<file path="config.mk">
export PLATFORM = sky130hd
export DESIGN_NAME = tod_counter
export DESIGN_NICKNAME = d
export VERILOG_FILES = /design/src/rtl/tod_pkg.sv /design/src/rtl/tod_prescaler.sv /design/src/rtl/tod_wrap_inc.sv /design/src/rtl/tod_advance.sv /design/src/rtl/tod_alarm_match.sv /design/src/rtl/tod_counter.sv
export SDC_FILE = /design/constraint.sdc
export NUM_CORES = 1
export LEC_CHECK = 0
export CAP_MARGIN = 25
export CORE_ASPECT_RATIO = 0.8
export CORE_UTILIZATION = 58
export CTS_CLUSTER_DIAMETER = 200
export DETAILED_ROUTE_END_ITERATION = 8
export DONT_BUFFER_PORTS = 1
export PLACE_DENSITY = 0.8
export SYNTH_ARGS = -nofsm -noshare
export SYNTH_HDL_FRONTEND = slang
export SYNTH_HIERARCHICAL = 1
export SYNTH_SLANG_ARGS = --single-unit
</file>
<file path="constraint.sdc">
create_clock -name clk -period 3 [get_ports clk]
set_input_delay 0.45 -clock clk [delete_from_list [all_inputs] [get_ports clk]]
set_output_delay 0.45 -clock clk [all_outputs]
set_load 0.01 [all_outputs]
</file>
<file path="src/rtl/tod_pkg.sv">
package tod_pkg;
  localparam int SEC_W  = 6;
  localparam int MIN_W  = 6;
  localparam int HOUR_W = 5;
  localparam int DAY_W  = 15;
  localparam int WORD_W = SEC_W + MIN_W + HOUR_W + DAY_W;

  localparam int SEC_LAST  = 59;
  localparam int MIN_LAST  = 59;
  localparam int HOUR_LAST = 23;

  // Packed order puts day at 31:17, hour 16:12, minute 11:6, second 5:0
  typedef struct packed {
    logic [DAY_W-1:0]  day;
    logic [HOUR_W-1:0] hour;
    logic [MIN_W-1:0]  min;
    logic [SEC_W-1:0]  sec;
  } tod_t;

  typedef struct packed {
    logic alarm_full;
    logic alarm_tod;
    logic day;
    logic hour;
    logic min;
    logic sec;
  } tod_evt_t;
endpackage

</file>
<file path="src/rtl/tod_prescaler.sv">
module tod_prescaler #(
  parameter int DIV_COUNT = 32768
) (
  input  logic clk,
  input  logic rst_n,
  input  logic ref_en,
  input  logic div_en,
  input  logic restart,
  output logic tick
);
  localparam int CNT_W = (DIV_COUNT > 1) ? $clog2(DIV_COUNT) : 1;
  localparam logic [CNT_W-1:0] CNT_LAST = CNT_W'(DIV_COUNT - 1);

  logic [CNT_W-1:0] cnt_q;
  logic [CNT_W-1:0] cnt_d;

  always_comb begin
    tick = ref_en & (~div_en | (cnt_q == CNT_LAST));
  end

  always_comb begin
    cnt_d = cnt_q;
    if (restart || !div_en) begin
      cnt_d = '0;
    end else if (ref_en) begin
      cnt_d = tick ? '0 : cnt_q + CNT_W'(1);
    end
  end

  always_ff @(posedge clk or negedge rst_n) begin
    if (!rst_n) begin
      cnt_q <= '0;
    end else begin
      cnt_q <= cnt_d;
    end
  end
endmodule

</file>
<file path="src/rtl/tod_wrap_inc.sv">
module tod_wrap_inc #(
  parameter int W    = 6,
  parameter int LAST = 59
) (
  input  logic [W-1:0] val,
  input  logic         inc,
  output logic [W-1:0] nxt,
  output logic         wrap
);
  always_comb begin
    wrap = inc & (val >= W'(LAST));
    if (wrap) begin
      nxt = '0;
    end else if (inc) begin
      nxt = val + W'(1);
    end else begin
      nxt = val;
    end
  end
endmodule

</file>
<file path="src/rtl/tod_advance.sv">
module tod_advance
  import tod_pkg::*;
(
  input  tod_t cur,
  output tod_t nxt,
  output logic wrap_sec,
  output logic wrap_min,
  output logic wrap_hour
);
  tod_wrap_inc #(.W(SEC_W), .LAST(SEC_LAST)) u_sec (
    .val(cur.sec), .inc(1'b1), .nxt(nxt.sec), .wrap(wrap_sec)
  );

  tod_wrap_inc #(.W(MIN_W), .LAST(MIN_LAST)) u_min (
    .val(cur.min), .inc(wrap_sec), .nxt(nxt.min), .wrap(wrap_min)
  );

  tod_wrap_inc #(.W(HOUR_W), .LAST(HOUR_LAST)) u_hour (
    .val(cur.hour), .inc(wrap_min), .nxt(nxt.hour), .wrap(wrap_hour)
  );

  // Day count wraps at its natural width
  always_comb begin
    nxt.day = wrap_hour ? cur.day + DAY_W'(1) : cur.day;
  end
endmodule

</file>
<file path="src/rtl/tod_alarm_match.sv">
module tod_alarm_match
  import tod_pkg::*;
(
  input  tod_t cand,
  input  tod_t alarm,
  output logic hit_tod,
  output logic hit_full
);
  always_comb begin
    hit_tod  = (cand.hour == alarm.hour) && (cand.min == alarm.min) &&
               (cand.sec == alarm.sec);
    hit_full = hit_tod && (cand.day == alarm.day);
  end
endmodule

</file>
<file path="src/rtl/tod_counter.sv">
module tod_counter
  import tod_pkg::*;
#(
  parameter int DIV_COUNT = 32768
) (
  input  logic        clk,
  input  logic        rst_n,
  input  logic        ref_en,
  input  logic        div_en,
  input  logic        time_ld,
  input  logic [31:0] time_ld_val,
  input  logic        alarm_ld,
  input  logic [31:0] alarm_ld_val,
  output logic [31:0] time_word,
  output logic        evt_sec,
  output logic        evt_min,
  output logic        evt_hour,
  output logic        evt_day,
  output logic        evt_alarm_tod,
  output logic        evt_alarm_full
);
  tod_t     time_q, time_d, time_adv;
  tod_t     alarm_q, alarm_d;
  tod_evt_t evt_q, evt_d;
  logic     tick;
  logic     wrap_sec, wrap_min, wrap_hour;
  logic     hit_tod, hit_full;

  tod_prescaler #(.DIV_COUNT(DIV_COUNT)) u_presc (
    .clk(clk), .rst_n(rst_n), .ref_en(ref_en), .div_en(div_en),
    .restart(time_ld), .tick(tick)
  );

  tod_advance u_adv (
    .cur(time_q), .nxt(time_adv),
    .wrap_sec(wrap_sec), .wrap_min(wrap_min), .wrap_hour(wrap_hour)
  );

  tod_alarm_match u_match (
    .cand(time_adv), .alarm(alarm_q), .hit_tod(hit_tod), .hit_full(hit_full)
  );

  // Next-state: load wins over tick; events only on a tick
  always_comb begin
    time_d = time_q;
    evt_d  = '0;
    if (time_ld) begin
      time_d = tod_t'(time_ld_val);
    end else if (tick) begin
      time_d           = time_adv;
      evt_d.sec        = 1'b1;
      evt_d.min        = wrap_sec;
      evt_d.hour       = wrap_min;
      evt_d.day        = wrap_hour;
      evt_d.alarm_tod  = hit_tod;
      evt_d.alarm_full = hit_full;
    end
  end

  always_comb begin
    alarm_d = alarm_ld ? tod_t'(alarm_ld_val) : alarm_q;
  end

  always_ff @(posedge clk or negedge rst_n) begin
    if (!rst_n) begin
      time_q  <= '0;
      alarm_q <= '0;
      evt_q   <= '0;
    end else begin
      time_q  <= time_d;
      alarm_q <= alarm_d;
      evt_q   <= evt_d;
    end
  end

  assign time_word      = time_q;
  assign evt_sec        = evt_q.sec;
  assign evt_min        = evt_q.min;
  assign evt_hour       = evt_q.hour;
  assign evt_day        = evt_q.day;
  assign evt_alarm_tod  = evt_q.alarm_tod;
  assign evt_alarm_full = evt_q.alarm_full;
endmodule

</file>
Yosys cells after proc, flatten, opt, wreduce, memory -nomap -nowiden
Cells that the tools add are included.
{"block": "word_totals", "input_bits": 70, "register_bits": 85, "output_inout_bits": 38, "word_cells": 53}
{"block": "classes", "add_sub_neg": 5, "mux": 13, "eq_ne": 5, "n_lt_le_gt_ge": 3, "n_bitwise": 5, "reduce_logical": 7}
{"operator": "32-bit 2-to-1 mux", "count": 2}
{"operator": "15-bit 2-to-1 mux", "count": 4}
{"operator": "15-bit by 1-bit adder with 15-bit output, second input constant", "count": 2}
{"operator": "6-bit 2-to-1 mux", "count": 5}
{"operator": "15-bit == test", "count": 1}
{"operator": "15-bit == test, second input constant", "count": 1}
{"operator": "6-bit by 1-bit adder with 6-bit output, second input constant", "count": 2}
{"operator": "6-bit == test", "count": 2}
{"operator": "6-bit greater-or-equal comparator, second input constant", "count": 2}
{"operator": "5-bit 2-to-1 mux", "count": 2}
{"operator": "5-bit by 1-bit adder with 5-bit output, second input constant", "count": 1}
{"operator": "5-bit == test", "count": 1}
{"operator": "5-bit greater-or-equal comparator, second input constant", "count": 1}
{"operator": "2-bit nonzero test", "count": 2}
{"operator": "1-bit AND", "count": 3}
{"operator": "1-bit logical AND", "count": 3}
{"operator": "1-bit zero test", "count": 1}
{"operator": "1-bit logical OR", "count": 1}
{"operator": "1-bit inverter", "count": 1}
{"operator": "1-bit bitwise OR", "count": 1}

Longest topological paths before layout
{"block": "logic_depth", "ltp_word": 10, "ltp_mapped": 16, "mapped_depth_nobuf": 14}

Hierarchy
Netlist, hierarchy kept.
{"module": "tod_counter", "instances": 1, "area_per_inst_um2": 3049.2, "seq_area_each_um2": 1751.7, "cells_each": 219}
{"module": "tod_prescaler", "instances": 1, "area_per_inst_um2": 885.8, "seq_area_each_um2": 375.4, "cells_each": 91}
{"module": "tod_alarm_match", "instances": 1, "area_per_inst_um2": 359.1, "seq_area_each_um2": 0.0, "cells_each": 45}
{"module": "tod_advance", "instances": 1, "area_per_inst_um2": 336.6, "seq_area_each_um2": 0.0, "cells_each": 41}
{"module": "tod_wrap_inc (u_adv.u_min ...)", "instances": 2, "area_per_inst_um2": 166.4, "seq_area_each_um2": 0.0, "cells_each": 23}
{"module": "tod_wrap_inc (u_adv.u_hour)", "instances": 1, "area_per_inst_um2": 155.1, "seq_area_each_um2": 0.0, "cells_each": 22}

Worst setup path before layout
OpenSTA, ideal clock, no wires.
{"block": "synth_timing", "path_type": "flip-flop to flip-flop", "start": "reg time_q (netlist bit time_word[0])", "end": "reg evt_q (netlist bit evt_alarm_full)", "t_arrival_ns": 3.233, "path_buffers": 2, "period_less_slack_ns": 3.299, "setup_time_ns": 0.066, "stages_incl_launch_ff": 17, "setup_slack_ns": -0.299, "required_ns": 2.934, "cell_sequence": "dfrtp_1 -> ha_1 -> nor2_1 -> nor2_4 -> buf_6 -> nand4_2 -> nor2_4 -> clkbuf_4 -> and2_1 -> nand3_2 -> nor4_1 -> xor2_1 -> xor2_1 -> nor4_1 -> nand2_1 -> nor4_2 -> and2_1"}
{"element": "start: declaration", "line": "tod_counter.sv:22", "text": "tod_t time_q, time_d, time_adv;"}
{"element": "start signal: assignment", "line": "tod_counter.sv:70", "text": "time_q <= time_d;"}
{"element": "end signal: assignment", "line": "tod_counter.sv:72", "text": "evt_q <= evt_d;"}
{"element": "end: declaration", "line": "tod_counter.sv:24", "text": "tod_evt_t evt_q, evt_d;"}

==> reports/results.tsv <==
stage	metric	value	unit
logic_synthesis	ys.flop_type	dfrtp_1	
detailed_routing	drt_wl_total	11400	microns
global_route	grt_pass1_vias	3493	
clock_network	cts_tree	done	
power	total_leakage_power	2.36	nW
global_route	antenna_found_initial	1	
detailed_routing	drc	0	
worst_setup_path	start_kind	flop	
finish	multi_input_area	2870	sq um
floorplanning	fp.dieArea	9210	sq um
worst_setup_path	crit_path_frequent_cell	nor2_4	
worst_setup_path	critPathTopFamily	simple AND/OR/NAND/NOR gates	
logic_synthesis	syn_inst	464	
timing	hold_viol	0	
worst_setup_path	crit_path_top_delay_cell	dfrtp_2	
worst_setup_path	max_stage_delay	470	ps
finish	fin_cells	588	
worst_setup_path	path_cells	ha_4 -> nor2_4 -> nor2_4 -> nand4_4 -> nor2_4 -> and2_4 -> nand4_4 -> nor3_4 -> xor2_2 -> xor2_1 -> nor4_2 -> nand4_1 -> nor4_2 -> and2_1	
timing	rsz0062_at_grt	yes	
finish	final_common_cell	dfrtp_1	
detailed_routing	firstDrtPassIters	5	
finish	drive_above_1_share	22.3	%
timing	fin_tns_setup	0	ps
worst_setup_path	cp_max_fo	7	
clock_network	ctsRootBufferMaster	clkbuf_8	
logic_synthesis	ys_seq_area_share	41.6	%
clock_network	path_clk_slew	90	ps
finish	seq_area	2130	sq um
finish	num-fill-cells	641	
logic_synthesis	ys_warn_count	6	
detailed_routing	routed_via_density	6.10	
global_route	grt_max_degree	86	
clock_network	htree_levels	3	
logic_synthesis	syn-mean-instance-area	11.0	sq um
clock_network	cts_num_sinks	85	
logic_synthesis	yosysTopAreaCell	dfrtp_1	
place	portBuffers	0	
clock_network	clockBufferDepth	2	
floorplanning	initial_core_util	60.1	%
clock_network	cts_buffers	9	
timing	timing.fmax	351	MHz
worst_setup_path	crit_path_end_kind	flop	
detailed_routing	ant_nets	0	
timing	period_needed	2850	ps
place	place_congestion	0.879	
global_route	grt_pass1_wl	18400	microns
logic_synthesis	ys_ff_latch	85	
floorplanning	coreArea	8520	sq um
logic_synthesis	synth_edf_count	0	
logic_synthesis	synth_fp_nets	539	
clock_network	clk_latency	360	ps
detailed_routing	via_count	3587	
detailed_routing	drt_iter0_drc	208	
floorplanning	die_height	86.0	microns
flow_run	max_cap_viol_count	0	
power	ir_drop	0.414	mV
finish	syn_to_final_growth	7.55	%
worst_setup_path	worstPathArrival	3160	ps
logic_synthesis	yosysUniqueCellTypes	60	
logic_synthesis	synth_area_leaders	dfrtp_1 42%, mux2_4 8.8%, xor2_1 7.5%	
worst_hold_path	hold_path_class	in2reg	
floorplanning	io_pins	108	
worst_setup_path	cp.required	3310	ps
timing	skew	17.4	ps
place	dp_cells	569	
global_route	grtUsageTotal	26.0	%
timing	slew_viol_final	0	
place	dp_hpwl	8010	microns
floorplanning	die_x	107	microns
worst_setup_path	path_class	reg2reg	
logic_synthesis	synth_area	5120	sq um
logic_synthesis	ys_async_sr_fraction	100	%
finish	diodes	0	
logic_synthesis	synth_top_area_share	41.6	%
worst_setup_path	path_buf_inv	0	
timing	setup_viol	0	
timing	period_share	95.0	%
status	outcome	finished clean	
floorplanning	rows	30	
power	p_per_area	486	nW/um^2
finish	nets	546	
global_route	grt_overflow	0	
detailed_routing	wire_per_inst	19.5	microns
finish	final_cell_mix	83 x dfrtp_1, 50 x nand2_1, 41 x xor2_1	
-- worst reg2reg max path: stages (launching register included) --
cell and delay, ps:
dfrtp_2 470, ha_4 190, nor2_4 50, nor2_4 130, nand4_4 110, nor2_4 110
and2_4 220, nand4_4 200, nor3_4 220, xor2_2 220, xor2_1 110, nor4_2 310
nand4_1 170, nor4_2 140, and2_1 140
-- per-stage QoR --
stage	setup WS, ps	hold WS [ps]	util (%)	total power, mW	cell area, sq um
detailed placement	119	157	61.1	1.84	5200
global route	-53.1	155	64.6	2.79	5510
finish	150	201	64.6	2.68	5510
global placement	222	157	61.1	1.82	5200
floorplan	37.5	154	-	1.75	5170
CTS	112	158	63.8	2.67	5440
-- cells in the mapped netlist, types with 2 or more instances --
| cell type | count |
|---|---|
| o22a_1 | 3 |
| mux2i_1 | 35 |
| mux2_2 | 4 |
| o21ai_1 | 33 |
| and2_1 | 7 |
| a21oi_1 | 5 |
| nor3_1 | 6 |
| nand2_1 | 50 |
| o21ai_0 | 5 |
| nor2_2 | 2 |
| nand4_1 | 12 |
| a211oi_1 | 3 |
| buf_6 | 4 |
| buf_2 | 6 |
| ha_1 | 5 |
| xor2_1 | 44 |
| nand4_2 | 6 |
| dfrtp_1 | 85 |
| xnor2_1 | 16 |
| nor2_4 | 2 |
| nor2_1 | 29 |
| nor4_2 | 5 |
| o31ai_1 | 2 |
| o22ai_1 | 2 |
| a211oi_2 | 2 |
| inv_1 | 7 |
| nor4_1 | 8 |
| a41oi_1 | 2 |
| o211ai_1 | 2 |
| buf_12 | 6 |
| mux2_4 | 30 |
| nand3_1 | 7 |
| nand4_4 | 2 |
-- registers in the layout, indices dropped and copies added, names as in the netlist --
signal and count:
evt_sec 1, time_word 32, evt_day 1, evt_alarm_full 1
u_presc/cnt_q 15, evt_hour 1, alarm_q 32, evt_alarm_tod 1
evt_min 1
-- cell type report --
cell class,count,share of cell area (%)
well taps,112,2.55
multi-input cells,353,52.1
repair buffers,15,2.68
clock inverters,4,0.864
inverters,7,0.477
flip-flops and latches,85,38.7
clock buffers,12,2.64
-- repair_timing --
item,4_1_cts,5_1_grt
endpoints found under the setup margin,0,1
gates resized for setup,0,10
setup buffers,0,1
endpoints found under the hold margin,85,0
hold buffers,2,0
-- report_power, final --
part           internal (mW)  switching, mW  total (mW)
clock network          0.406          0.408       0.813
logic                  0.235          0.249       0.484
registers               1.23          0.144        1.38
-- routing by layer --
metal  global-route usage (%)  up-vias  part of all wire [%]
met4                     7.60        2                   1.2
met2                     39.6      139                    45
met3                     7.75       18                   8.4
li1                         -     1662                     -
met5                        0        -                 0.087
met1                     35.8     1766                    45
-- logic make-up (layout without fill, tap and decap cells) --
group / count (synthesis) / after routing / share of synthesized area (%)
AND/OR/NAND/NOR: 151 / 151 / 17.3
flip-flops: 85 / 85 / 41.6
multiplexers: 69 / 69 / 16.5
AO/OA/AOI/OAI: 67 / 67 / 8.38
XOR/XNOR: 60 / 60 / 10.3
buffers and inverters: 26 / 38 / 4.69
adder cells (fa/ha/maj): 5 / 5 / 1.22
other: 1 / 1 / 0.0733
-- path summary, 6_finish.rpt --
kind	startpoint	to	slack [ps]	cells past startpoint
min in group asynchronous	rst_n	evt_alarm_full$_DFF_PN0_	670	2
max in group asynchronous	rst_n	alarm_q[19]$_DFFE_PN0P_	1940	2
worst max-delay path	time_word[0]$_DFFE_PN0P_	evt_alarm_full$_DFF_PN0_	150	14
worst min-delay path	time_ld	time_word[26]$_DFFE_PN0P_	200	1
worst max register to register	time_word[0]$_DFFE_PN0P_	evt_alarm_full$_DFF_PN0_	150	14
worst min register to register	alarm_q[11]$_DFFE_PN0P_	alarm_q[11]$_DFFE_PN0P_	540	1
Note: power is estimated with default switching activity, not from simulation.
